`config.mk`:
```
export PLATFORM = sky130hd
export DESIGN_NAME = dram_row_decoder
export DESIGN_NICKNAME = d
export VERILOG_FILES = /design/src/rtl/dram_row_pkg.sv /design/src/rtl/drb_regfile.sv /design/src/rtl/drb_row_cmp.sv /design/src/rtl/drb_prio_pick.sv /design/src/rtl/dram_row_decoder.sv
export SDC_FILE = /design/constraint.sdc
export NUM_CORES = 1
export LEC_CHECK = 0
export BUFFER_PORTS_ARGS = -buffer_cell sky130_fd_sc_hd__buf_2
export CAP_MARGIN = 10
export CORE_MARGIN = 2
export CORE_UTILIZATION = 40
export CTS_BUF_LIST = sky130_fd_sc_hd__clkbuf_8
export CTS_CLUSTER_DIAMETER = 150
export CTS_CLUSTER_SIZE = 16
export DETAILED_ROUTE_END_ITERATION = 16
export SYNTH_ARGS = -nofsm -noshare
export SYNTH_HDL_FRONTEND = slang
export SYNTH_SLANG_ARGS = --single-unit
```
`constraint.sdc`:
```
create_clock -name clk_i -period 5.2 [get_ports clk_i]
set_clock_uncertainty 0.2 [all_clocks]
set_input_delay 0.52 -clock clk_i [delete_from_list [all_inputs] [get_ports clk_i]]
set_output_delay 0.52 -clock clk_i [all_outputs]
set_load 0.05 [all_outputs]
```
`src/rtl/dram_row_pkg.sv`:
```
`timescale 1ns/1ps
package dram_row_pkg;
  localparam int unsigned DEF_ROWS       = 8;
  localparam int unsigned DEF_BND_W      = 7;
  localparam int unsigned DEF_DATA_W     = 8;
  localparam int unsigned DEF_ADDR_W     = 33;
  localparam int unsigned DEF_UNIT_SHIFT = 26;
endpackage

```
`src/rtl/drb_regfile.sv`:
```
`timescale 1ns/1ps
module drb_regfile #(
  parameter int unsigned ROWS   = 8,
  parameter int unsigned BND_W  = 7,
  parameter int unsigned DATA_W = 8,
  localparam int unsigned IDX_W = $clog2(ROWS)
) (
  input  logic                        clk_i,
  input  logic                        rst_ni,
  input  logic                        we_i,
  input  logic [IDX_W-1:0]            idx_i,
  input  logic [DATA_W-1:0]           data_i,
  output logic [ROWS-1:0][BND_W-1:0]  bnd_o
);
  logic [ROWS-1:0][BND_W-1:0] bnd_q;
  logic unused_rsvd;

  // upper data bits are reserved and dropped
  assign unused_rsvd = ^data_i[DATA_W-1:BND_W];

  always_ff @(posedge clk_i or negedge rst_ni) begin
    if (!rst_ni)   bnd_q <= '0;
    else if (we_i) bnd_q[idx_i] <= data_i[BND_W-1:0];
  end

  assign bnd_o = bnd_q;
endmodule

```
`src/rtl/drb_row_cmp.sv`:
```
`timescale 1ns/1ps
module drb_row_cmp #(
  parameter int unsigned ROWS   = 8,
  parameter int unsigned BND_W  = 7,
  parameter int unsigned UNIT_W = 7,
  localparam int unsigned HALF  = ROWS / 2,
  localparam int unsigned CMP_W = (UNIT_W > BND_W) ? UNIT_W : BND_W
) (
  input  logic [ROWS-1:0][BND_W-1:0] bnd_i,
  input  logic [UNIT_W-1:0]          unit_i,
  input  logic                       dual_i,
  output logic [ROWS-1:0]            match_o,
  output logic [ROWS-1:0]            pop_o,
  output logic [ROWS-1:0][BND_W-1:0] prev_o
);
  logic [CMP_W-1:0] unit_ext;
  assign unit_ext = CMP_W'(unit_i);

  for (genvar i = 0; i < ROWS; i++) begin : g_row
    logic active;
    logic [BND_W-1:0] prev;
    if (i == 0) begin : g_first
      assign prev = '0;
    end else begin : g_next
      assign prev = bnd_i[i-1];
    end
    if (i < HALF) begin : g_lo
      assign active = 1'b1;
    end else begin : g_hi
      assign active = !dual_i;
    end
    assign match_o[i] = active && (unit_ext < CMP_W'(bnd_i[i]));
    assign pop_o[i]   = active && (bnd_i[i] > prev);
    assign prev_o[i]  = prev;
  end
endmodule

```
`src/rtl/drb_prio_pick.sv`:
```
`timescale 1ns/1ps
module drb_prio_pick #(
  parameter int unsigned ROWS  = 8,
  localparam int unsigned IDX_W = $clog2(ROWS)
) (
  input  logic [ROWS-1:0]  match_i,
  output logic             hit_o,
  output logic [IDX_W-1:0] idx_o
);
  always_comb begin
    hit_o = |match_i;
    idx_o = '0;
    for (int i = ROWS - 1; i >= 0; i--) begin
      if (match_i[i]) idx_o = IDX_W'(i);
    end
  end
endmodule

```
`src/rtl/dram_row_decoder.sv`:
```
`timescale 1ns/1ps
module dram_row_decoder
  import dram_row_pkg::*;
#(
  parameter int unsigned ROWS       = DEF_ROWS,
  parameter int unsigned BND_W      = DEF_BND_W,
  parameter int unsigned DATA_W     = DEF_DATA_W,
  parameter int unsigned ADDR_W     = DEF_ADDR_W,
  parameter int unsigned UNIT_SHIFT = DEF_UNIT_SHIFT,
  localparam int unsigned IDX_W     = $clog2(ROWS),
  localparam int unsigned UNIT_W    = ADDR_W - UNIT_SHIFT,
  localparam int unsigned HALF      = ROWS / 2
) (
  input  logic              clk_i,
  input  logic              rst_ni,
  input  logic              wr_en_i,
  input  logic [IDX_W-1:0]  wr_idx_i,
  input  logic [DATA_W-1:0] wr_data_i,
  input  logic              dual_i,
  input  logic [ADDR_W-1:0] addr_i,
  output logic              hit_o,
  output logic [IDX_W-1:0]  row_o,
  output logic [BND_W-1:0]  row_first_o,
  output logic [BND_W-1:0]  row_last_o,
  output logic [BND_W:0]    chan_size_o,
  output logic [ROWS-1:0]   populated_o,
  output logic [BND_W-1:0]  total_o
);
  logic [ROWS-1:0][BND_W-1:0] bnd_q;
  logic [ROWS-1:0][BND_W-1:0] prev;
  logic [ROWS-1:0]            match;
  logic [UNIT_W-1:0]          unit;
  logic [IDX_W-1:0]           pick;
  logic                       any;
  logic [BND_W-1:0]           size;
  logic                       unused_offs;

  assign unit        = addr_i[ADDR_W-1:UNIT_SHIFT];
  assign unused_offs = ^addr_i[UNIT_SHIFT-1:0];

  drb_regfile #(.ROWS(ROWS), .BND_W(BND_W), .DATA_W(DATA_W)) i_regs (
    .clk_i  (clk_i),
    .rst_ni (rst_ni),
    .we_i   (wr_en_i),
    .idx_i  (wr_idx_i),
    .data_i (wr_data_i),
    .bnd_o  (bnd_q)
  );

  drb_row_cmp #(.ROWS(ROWS), .BND_W(BND_W), .UNIT_W(UNIT_W)) i_cmp (
    .bnd_i   (bnd_q),
    .unit_i  (unit),
    .dual_i  (dual_i),
    .match_o (match),
    .pop_o   (populated_o),
    .prev_o  (prev)
  );

  drb_prio_pick #(.ROWS(ROWS)) i_pick (
    .match_i (match),
    .hit_o   (any),
    .idx_o   (pick)
  );

  assign size = bnd_q[pick] - prev[pick];

  always_comb begin
    hit_o       = any;
    row_o       = '0;
    row_first_o = '0;
    row_last_o  = '0;
    chan_size_o = '0;
    if (any) begin
      row_o       = pick;
      row_first_o = prev[pick];
      row_last_o  = bnd_q[pick] - BND_W'(1);
      // per-channel size in half units
      chan_size_o = dual_i ? {1'b0, size} : {size, 1'b0};
    end
  end

  assign total_o = dual_i ? bnd_q[HALF-1] : bnd_q[ROWS-1];
endmodule

```
# Yosys cells after proc, flatten, opt, wreduce, memory -nomap -nowiden
# Index checks and enable logic that the tools add are counted.
# totals
regBits,56
latch_bits,0
mem_bits_rw,0
rom_bits,0
in_bits,48
output_inout_bits,41
word_cells,61
memories,0
# op_classes
addsub,2
multipliers,0
div,0
order_cmp,19
eq_ne,0
n_shift,0
muxes,21
bitwise,0
n_reduce_logical,11
# op_table
cell,n
56-bit bitwise mux,1
7-bit < comparator,8
7-bit > comparator,7
7-bit binary-select mux with 3-bit select,2
7-bit 2-to-1 mux,6
3-bit 2-to-1 mux,9
7-bit demux with 3-bit select,1
8-bit 2-to-1 mux,2
1-bit logical AND,9
3-bit by 4-bit < comparator with 1-bit output (second input constant),2
8-bit OR reduction,1
7-bit by 1-bit > comparator with 1-bit output (second input constant),1
7-bit by 1-bit subtractor with 7-bit output (second input constant),1
7-bit subtractor,1
3-bit by 1-bit >= comparator with 1-bit output (second input constant),1
1-bit logical NOT,1

# Longest topological paths before layout
# Gate-level depths: netlist of run 1.
# logic_depth
depth_word,15
mapped_depth,26
depth_no_buf,24

# Hierarchy
# Synthesis of run 1 repeated with hierarchy kept, for this count alone.
# hier_totals
hier_cells,678
area_unflattened_um2,6701.4
# modules_own_cells
module,instances,cells_per_inst,area_each_um2,seq_area_each_um2
drb_row_cmp,1,356,2680.1,0.0
drb_regfile,1,127,2162.1,1401.3
dram_row_decoder,1,182,1778.0,0.0
drb_prio_pick,1,13,81.3,0.0

# Worst setup path after synthesis of run 1
# No wires, ideal clock.
# synth_timing
path_kind,in2out
start,input addr_i[32]
end,output chan_size_o[6]
arrival_time_ns,5.215
slack_ns,-0.735
stages,24
path_cell_list,ha_1 -> a211o_1 -> a31oi_1 -> o21a_1 -> nor4_2 -> or2_1 -> buf_6 -> inv_2 -> buf_6 -> clkbuf_1 -> o211ai_1 -> a21oi_1 -> a21oi_1 -> ha_1 -> fa_1 -> nor2b_1 -> o21ai_0 -> nand2b_1 -> a21o_1 -> nand2_1 -> nand2b_1 -> a21oi_1 -> or4_1 -> nand3_1
# synth_between
elab_chain_cells,15
elab_cells_between_ends,28
cone_classes,add/sub: 1; order compare: 8; mux: 14; reduce/logical: 5
# synth_rtl
item,line_no,text
"start, declared",dram_row_decoder.sv:20,"input logic [ADDR_W-1:0] addr_i,"
7-bit < comparator,drb_row_cmp.sv:32,assign match_o[i] = active && (unit_ext < CMP_W'(bnd_i[i]));
1-bit logical AND,drb_row_cmp.sv:32,
3-bit 2-to-1 mux (8 in series),drb_prio_pick.sv:14,if (match_i[i]) idx_o = IDX_W'(i);
7-bit binary-select mux with 3-bit select,dram_row_decoder.sv:65,assign size = bnd_q[pick] - prev[pick];
7-bit 2-to-1 mux (not written as such),dram_row_decoder.sv:65,
7-bit subtractor,dram_row_decoder.sv:65,
8-bit 2-to-1 mux,dram_row_decoder.sv:78,"chan_size_o = dual_i ? {1'b0, size} : {size, 1'b0};"
8-bit 2-to-1 mux (*),dram_row_decoder.sv:73,if (any) begin
"end, declared",dram_row_decoder.sv:25,"output logic [BND_W:0] chan_size_o,"
# Mark *: on every way between the ends. The rest lies on a longest branch, timed or not. The select of a mux whose other input is x is not followed.

# Final worst setup path of run 1
# layout_timing
start,register i_regs.bnd_q (netlist bit i_regs.bnd_o[48])
end,output chan_size_o[6]
# layout_between
elab_chain_cells,14
elab_cells_between_ends,17
cone_classes,add/sub: 1; order compare: 1; mux: 13; reduce/logical: 2
# layout_rtl
item,line_no,text
"start, declared",drb_regfile.sv:15,logic [ROWS-1:0][BND_W-1:0] bnd_q;
"start signal, assigned by index",drb_regfile.sv:23,else if (we_i) bnd_q[idx_i] <= data_i[BND_W-1:0];
7-bit < comparator,drb_row_cmp.sv:32,
1-bit logical AND,drb_row_cmp.sv:32,
3-bit 2-to-1 mux (7 in series),drb_prio_pick.sv:14,
7-bit binary-select mux with 3-bit select,dram_row_decoder.sv:65,
7-bit 2-to-1 mux (not written as such),dram_row_decoder.sv:65,
7-bit subtractor,dram_row_decoder.sv:65,
8-bit 2-to-1 mux,dram_row_decoder.sv:78,
8-bit 2-to-1 mux (*),dram_row_decoder.sv:73,
# Marks and branches as above.

==> results.cfg, run 1 <==
[sta]
slew_viol_final = 0
hold_viol = 0
min_period_over_period_pct = 106
tightest_slew_ns = 0.777
rsz0062_at_grt = true
max_freq_mhz = 181
max_slew_margin_pct = 48.2
fin_setup_tns_ns = -0.661
fin_crit_ns = 5.52
setup_viol = 5
layout_setup_ws_ns = -0.317
fin_hold_ws_ns = 0.110

[run_status]
violations = negative setup slack
status = complete, but fails checks

[synth]
ys_warn_count = 0
syn_area_mm2 = 0.00639
syn_inst = 757
synth_edf_count = 0
synth_cell_type_count = 77
yosysSeqAreaShare_pct = 21.9
synth-main-ff-cell = dfrtp_1
syn_avg_cell_area_um2 = 8.44
syn_nets = 910
synthArstFlopShare_pct = 100
synth_seq_cells = 56

[global_route]
grt_max_degree = 57
antenna_found_initial = 0
grt_remaining_overflow = 0
grt_usage_pct = 30.1
grt_pass1_wl_mm = 37.8
first_global_vias = 6527

[clock_tree]
clk_path_buf_depth = 2
cts.sinks = 56
cts_hold_buf = 0
cts-root-buf = clkbuf_8
cts_buffers = 5
clk_pin_slew_ns = 0.12
insertion_delay_ns = 0.33
cts_htree_levels = 2
cts_tree = built

[critical_path]
r2r_start = i_regs.bnd_o[21]$_DFFE_PN0P_
cp.arrival_ns = 4.80
ff2ff_setup_slack_ns = 4.02
cp-end-kind = output pin
r2r_cells = 2
path_max_fanout = 6
cp.required_ns = 4.48
r2r_end = i_regs.bnd_o[21]$_DFFE_PN0P_
crit_type = reg -> out
startpoint_type = flop

[cells_and_area]
layout_commonest_cell = buf_4
most-common-layout-cells = buf_4, ha_1, nand2_1
multi_input_area_mm2 = 0.00501
nNetsFinal = 1194
final_util_pct = 59.2
syn_to_final_growth_pct = 46.1
diodes = 0
register_area_mm2 = 0.00140
drive_above_1_share_pct = 43.5
largest_reg_flops = 56
nFillCells = 1489

[detailed_routing]
viasPerCell = 5.57
drc_errors = 0
drt-initial-drc-count = 455
routed_wl_mm = 25.1
antenna_left = 0
via_count = 7008
firstDrtPassIters = 5
wire_per_inst_um = 20.0

[power_and_ir_drop]
power_density_mw_per_mm2 = 538
irDropWorstVdd_uv = 538
leakage_nw = 4.39

[floorplanning]
die_w_um = 130
ioPinCount = 89
core_mm2 = 0.0158
fp-row-count = 46
die_h_um = 130
start_util_pct = 40.5
dieArea_mm2 = 0.0170

[min_path]
holdCritPathClass = in -> async

[placement]
pre_cts_slack_ns = -0.533
dp_hpwl_mm = 19.7
io_buffer_count = 61
gp_congestion = 1.01

[flow_run]
maxCapViolations = 0
==> how the worst max path moves through the flow <==
| stage | start | to | slack [ns] | cells after the start |
|---|---|---|---|---|
| finish | i_regs.bnd_o[48]$_DFFE_PN0P_ | chan_size_o[6] | -0.32 | 25 |
| global route | i_regs.bnd_o[48]$_DFFE_PN0P_ | chan_size_o[6] | -0.53 | 26 |
| CTS | i_regs.bnd_o[48]$_DFFE_PN0P_ | chan_size_o[6] | -0.17 | 25 |
| detailed placement | addr_i[32] | chan_size_o[6] | -0.53 | 25 |
| global placement | addr_i[32] | chan_size_o[6] | -0.47 | 25 |
| floorplan | addr_i[32] | chan_size_o[6] | -0.21 | 23 |
==> cell usage after synthesis, types with 12 or more instances <==
cell	count	area share, %
a211oi_1	12	1.4
a21o_1	12	1.4
a21oi_1	38	3.0
a31oi_1	16	1.6
clkbuf_1	17	1.0
dfrtp_1	56	22
ha_1	104	20
inv_1	67	3.9
mux2_2	28	4.9
nand2_1	72	4.2
nand2b_1	16	1.6
nand3_1	27	2.1
nand4_1	17	1.7
nor2_1	29	1.7
nor2b_1	17	1.7
nor3_1	17	1.3
o211ai_1	19	2.2
o21ai_0	74	5.8
==> per-stage QoR <==
stage | total power, mW | std cells | area, µm²
after floorplan | 2.85 | 757 | 6410
after global placement | 4.15 | 1225 | 8510
after detailed placement | 4.19 | 1225 | 8510
after CTS | 4.77 | 1249 | 9100
after global routing | 5.35 | 1258 | 9330
final | 5.02 | 1258 | 9330
==> logic make-up after synthesis <==
kind of cell,share of synthesized area (%)
AO/OA/AOI/OAI,26.4
XOR/XNOR,0.548
adder cells (fa/ha/maj),20.7
buffers and inverters,6.60
flip-flops,21.9
multiplexers,5.64
AND/OR/NAND/NOR,18.2
==> critical path, stage by stage, from the launching register on <==
cell and delay (ns):
dfrtp_1 0.37, inv_2 0.06, ha_4 0.27, buf_6 0.09, nand4_1 0.14, buf_4 0.17, o21a_4 0.20, buf_6 0.12
nor4_4 0.30, or2_4 0.22, buf_8 0.12, buf_4 0.10, o211ai_1 0.10, a21oi_2 0.28, a31o_2 0.16, ha_1 0.23
nor2b_1 0.13, o21ai_1 0.12, nand2b_1 0.09, a21o_1 0.19, nand2_2 0.06, nor2b_4 0.17, nor3_4 0.05, or4_4 0.47
nand3_2 0.10, buf_8 0.14
==> what timing repair did <==
action                     CTS  global route
pin swaps                   50            26
gates resized for setup     90            35
setup endpoints to repair    6             6
buffers inserted            16            10
==> cell type report <==
class | count | share of cell area (%)
multi-input cells | 604 | 53.7
repair buffers | 306 | 24.6
flip-flops and latches | 56 | 15.0
well taps | 216 | 2.90
inverters | 68 | 2.83
clock buffers | 5 | 0.737
clock inverters | 3 | 0.215
==> report_power, final <==
group	switching, mW	internal, mW
clock network	0.174	0.0948
registers	0.0552	0.528
logic	2.39	1.78
==> per-layer routing <==
metal	vias to the layer above	part of all wire, %	track usage, %
li1	3387	-	-
met4	0	3.6	10.8
met5	-	0	0
met2	239	45	48.3
met1	3335	46	42.1
met3	47	5.9	3.46
No activity file was read; power rests on OpenSTA's default activity.
==> run 2, diff against run 1 <==
Settings changed: CELL_PAD_IN_SITES_DETAIL_PLACEMENT set to 1, CELL_PAD_IN_SITES_GLOBAL_PLACEMENT set to 2, CORE_UTILIZATION 40 to 33, PLACE_DENSITY_LB_ADDON set to 0.1.
==> run 2 against run 1 <==
Against the previous run:
- the flow still finishes with violations (negative setup slack)
- non-clock buffer count increased by 42
- final area up 7.2%
- first-iteration DRC count is 1.5% lower
- sequential share of layout area shrank 1.0 points
- maximum frequency increased by 0.18%
- clock-buffer cell count unchanged
- setup slack improved by 0.0099 ns
- clock power barely moved
- register-to-register slack got worse by 0.17 ns
- critical path depth stayed put
- highest routed layer is now met5
==> results.cfg, run 2 (same netlist as run 1, synthesis figures left out) <==
[placement]
io_buffer_count = 61
place_inst = 1284
placedInstanceArea_mm2 = 0.00869
pre_cts_slack_ns = -0.704
gp_congestion = 0.971
dp_hpwl_mm = 25.6

[cells_and_area]
final_util_pct = 53.1
most-common-layout-cells = buf_4, ha_1, nand2_1, o21ai_0, dfrtp_1
nFillCells = 2222
largest_reg_flops = 56
fin_area_mm2 = 0.0100
multi_input_area_mm2 = 0.00528
layout_commonest_cell = buf_4
syn_to_final_growth_pct = 56.5
diodes = 0
final_cells = 1344
nNetsFinal = 1236
drive_above_1_share_pct = 49.1
register_area_mm2 = 0.00140

[power_and_ir_drop]
leakage_nw = 4.67
irDropWorstVdd_uv = 200
finalPower_mw = 5.57
power_density_mw_per_mm2 = 557

[floorplanning]
start_util_pct = 33.9
ioPinCount = 89
die_w_um = 143
die_h_um = 143
core_mm2 = 0.0188
dieArea_mm2 = 0.0205
fp-row-count = 50

[sta]
layout_setup_ws_ns = -0.307
max_slew_margin_pct = 35.2
rsz0062_at_grt = true
slew_viol_final = 0
hold_viol = 0
fin_setup_tns_ns = -0.577
max_freq_mhz = 182
setup_viol = 3
tightest_slew_ns = 0.967
min_period_over_period_pct = 106
fin_hold_ws_ns = 0.131
fin_crit_ns = 5.51

[critical_path]
startpoint_type = flop
crit_family = simple AND/OR/NAND/NOR gates
crit_type = reg -> out
critPathMaxStageDelay_ns = 0.50
cp.required_ns = 4.48
ff2ff_setup_slack_ns = 3.85
cp-end-kind = output pin
r2r_end = i_regs.bnd_o[48]$_DFFE_PN0P_
crit_buf_inv = 6
r2r_start = i_regs.bnd_o[48]$_DFFE_PN0P_
path_max_fanout = 3
cp.arrival_ns = 4.79
r2r_cells = 4
crit_slowest_cell = or4_1

[clock_tree]
cts.sinks = 56
clk_path_buf_depth = 2
cts-root-buf = clkbuf_8
cts_hold_buf = 0
cts_buffers = 5
insertion_delay_ns = 0.34
cts_tree = built
clk_pin_slew_ns = 0.11
cts_htree_levels = 2

[detailed_routing]
viasPerCell = 5.55
wire_per_inst_um = 24.3
via_count = 7463
firstDrtPassIters = 5
antenna_left = 0
drt-initial-drc-count = 448
drc_errors = 0
routed_wl_mm = 32.7

[global_route]
grt_usage_pct = 32.2
grt_max_degree = 57
antenna_found_initial = 2
met1_usage_pct = 42.9
grt_remaining_overflow = 0
grt_util_met3_pct = 6.17
first_global_vias = 7775
grt_pass1_wl_mm = 48.2
busiest_layer = met2
met2_usage_pct = 53.7

[run_status]
status = complete, but fails checks
violations = negative setup slack

[min_path]
holdCritPathClass = in -> async

[flow_run]
maxCapViolations = 0
-- run 2: changes by cell type in the layout (fill, tap and decap cells not counted), sizes merged --
| cell | change |
|---|---|
| buf | +42 |
| clkinvlp | -2 |
| inv | +2 |
-- run 2: final cells by class --
| type | instances | area share (%) |
|---|---|---|
| inverters | 68 | 2.58 |
| clock inverters | 3 | 0.175 |
| well taps | 260 | 3.25 |
| repair buffers | 348 | 26.5 |
| flip-flops and latches | 56 | 14.0 |
| clock buffers | 5 | 0.688 |
| multi-input cells | 604 | 52.8 |
-- run 2: worst max path at each step --
stage               cells after the start  slack (ns)                          from              to
finish                                 25       -0.31  i_regs.bnd_o[37]$_DFFE_PN0P_  chan_size_o[6]
floorplan                              23       -0.21                    addr_i[32]  chan_size_o[6]
CTS                                    25       -0.26  i_regs.bnd_o[48]$_DFFE_PN0P_  chan_size_o[6]
global placement                       24       -0.67                    addr_i[31]  chan_size_o[6]
detailed placement                     25       -0.70                    addr_i[28]  chan_size_o[6]
global route                           25       -0.45  i_regs.bnd_o[37]$_DFFE_PN0P_  chan_size_o[6]
-- run 2: metal layers --
metal,up-vias,wire [µm]
li1,3447,-
met4,2,780
met5,-,8
met2,210,15200
met3,47,1770
met1,3757,14900
-- run 2: report_power, final --
part	switching [mW]	internal [mW]
Clock	0.172	0.0950
Sequential	0.0612	0.528
Combinational	2.66	2.06
Total	2.89	2.68
-- run 2: repair_timing --
action | in CTS | in global routing
buffers inserted | 29 | 25
endpoints found under the setup margin | 7 | 7
pin swaps | 45 | 56
gates resized for setup | 123 | 56
gates cloned | 1 | 0
hold endpoints to repair | 0 | 0
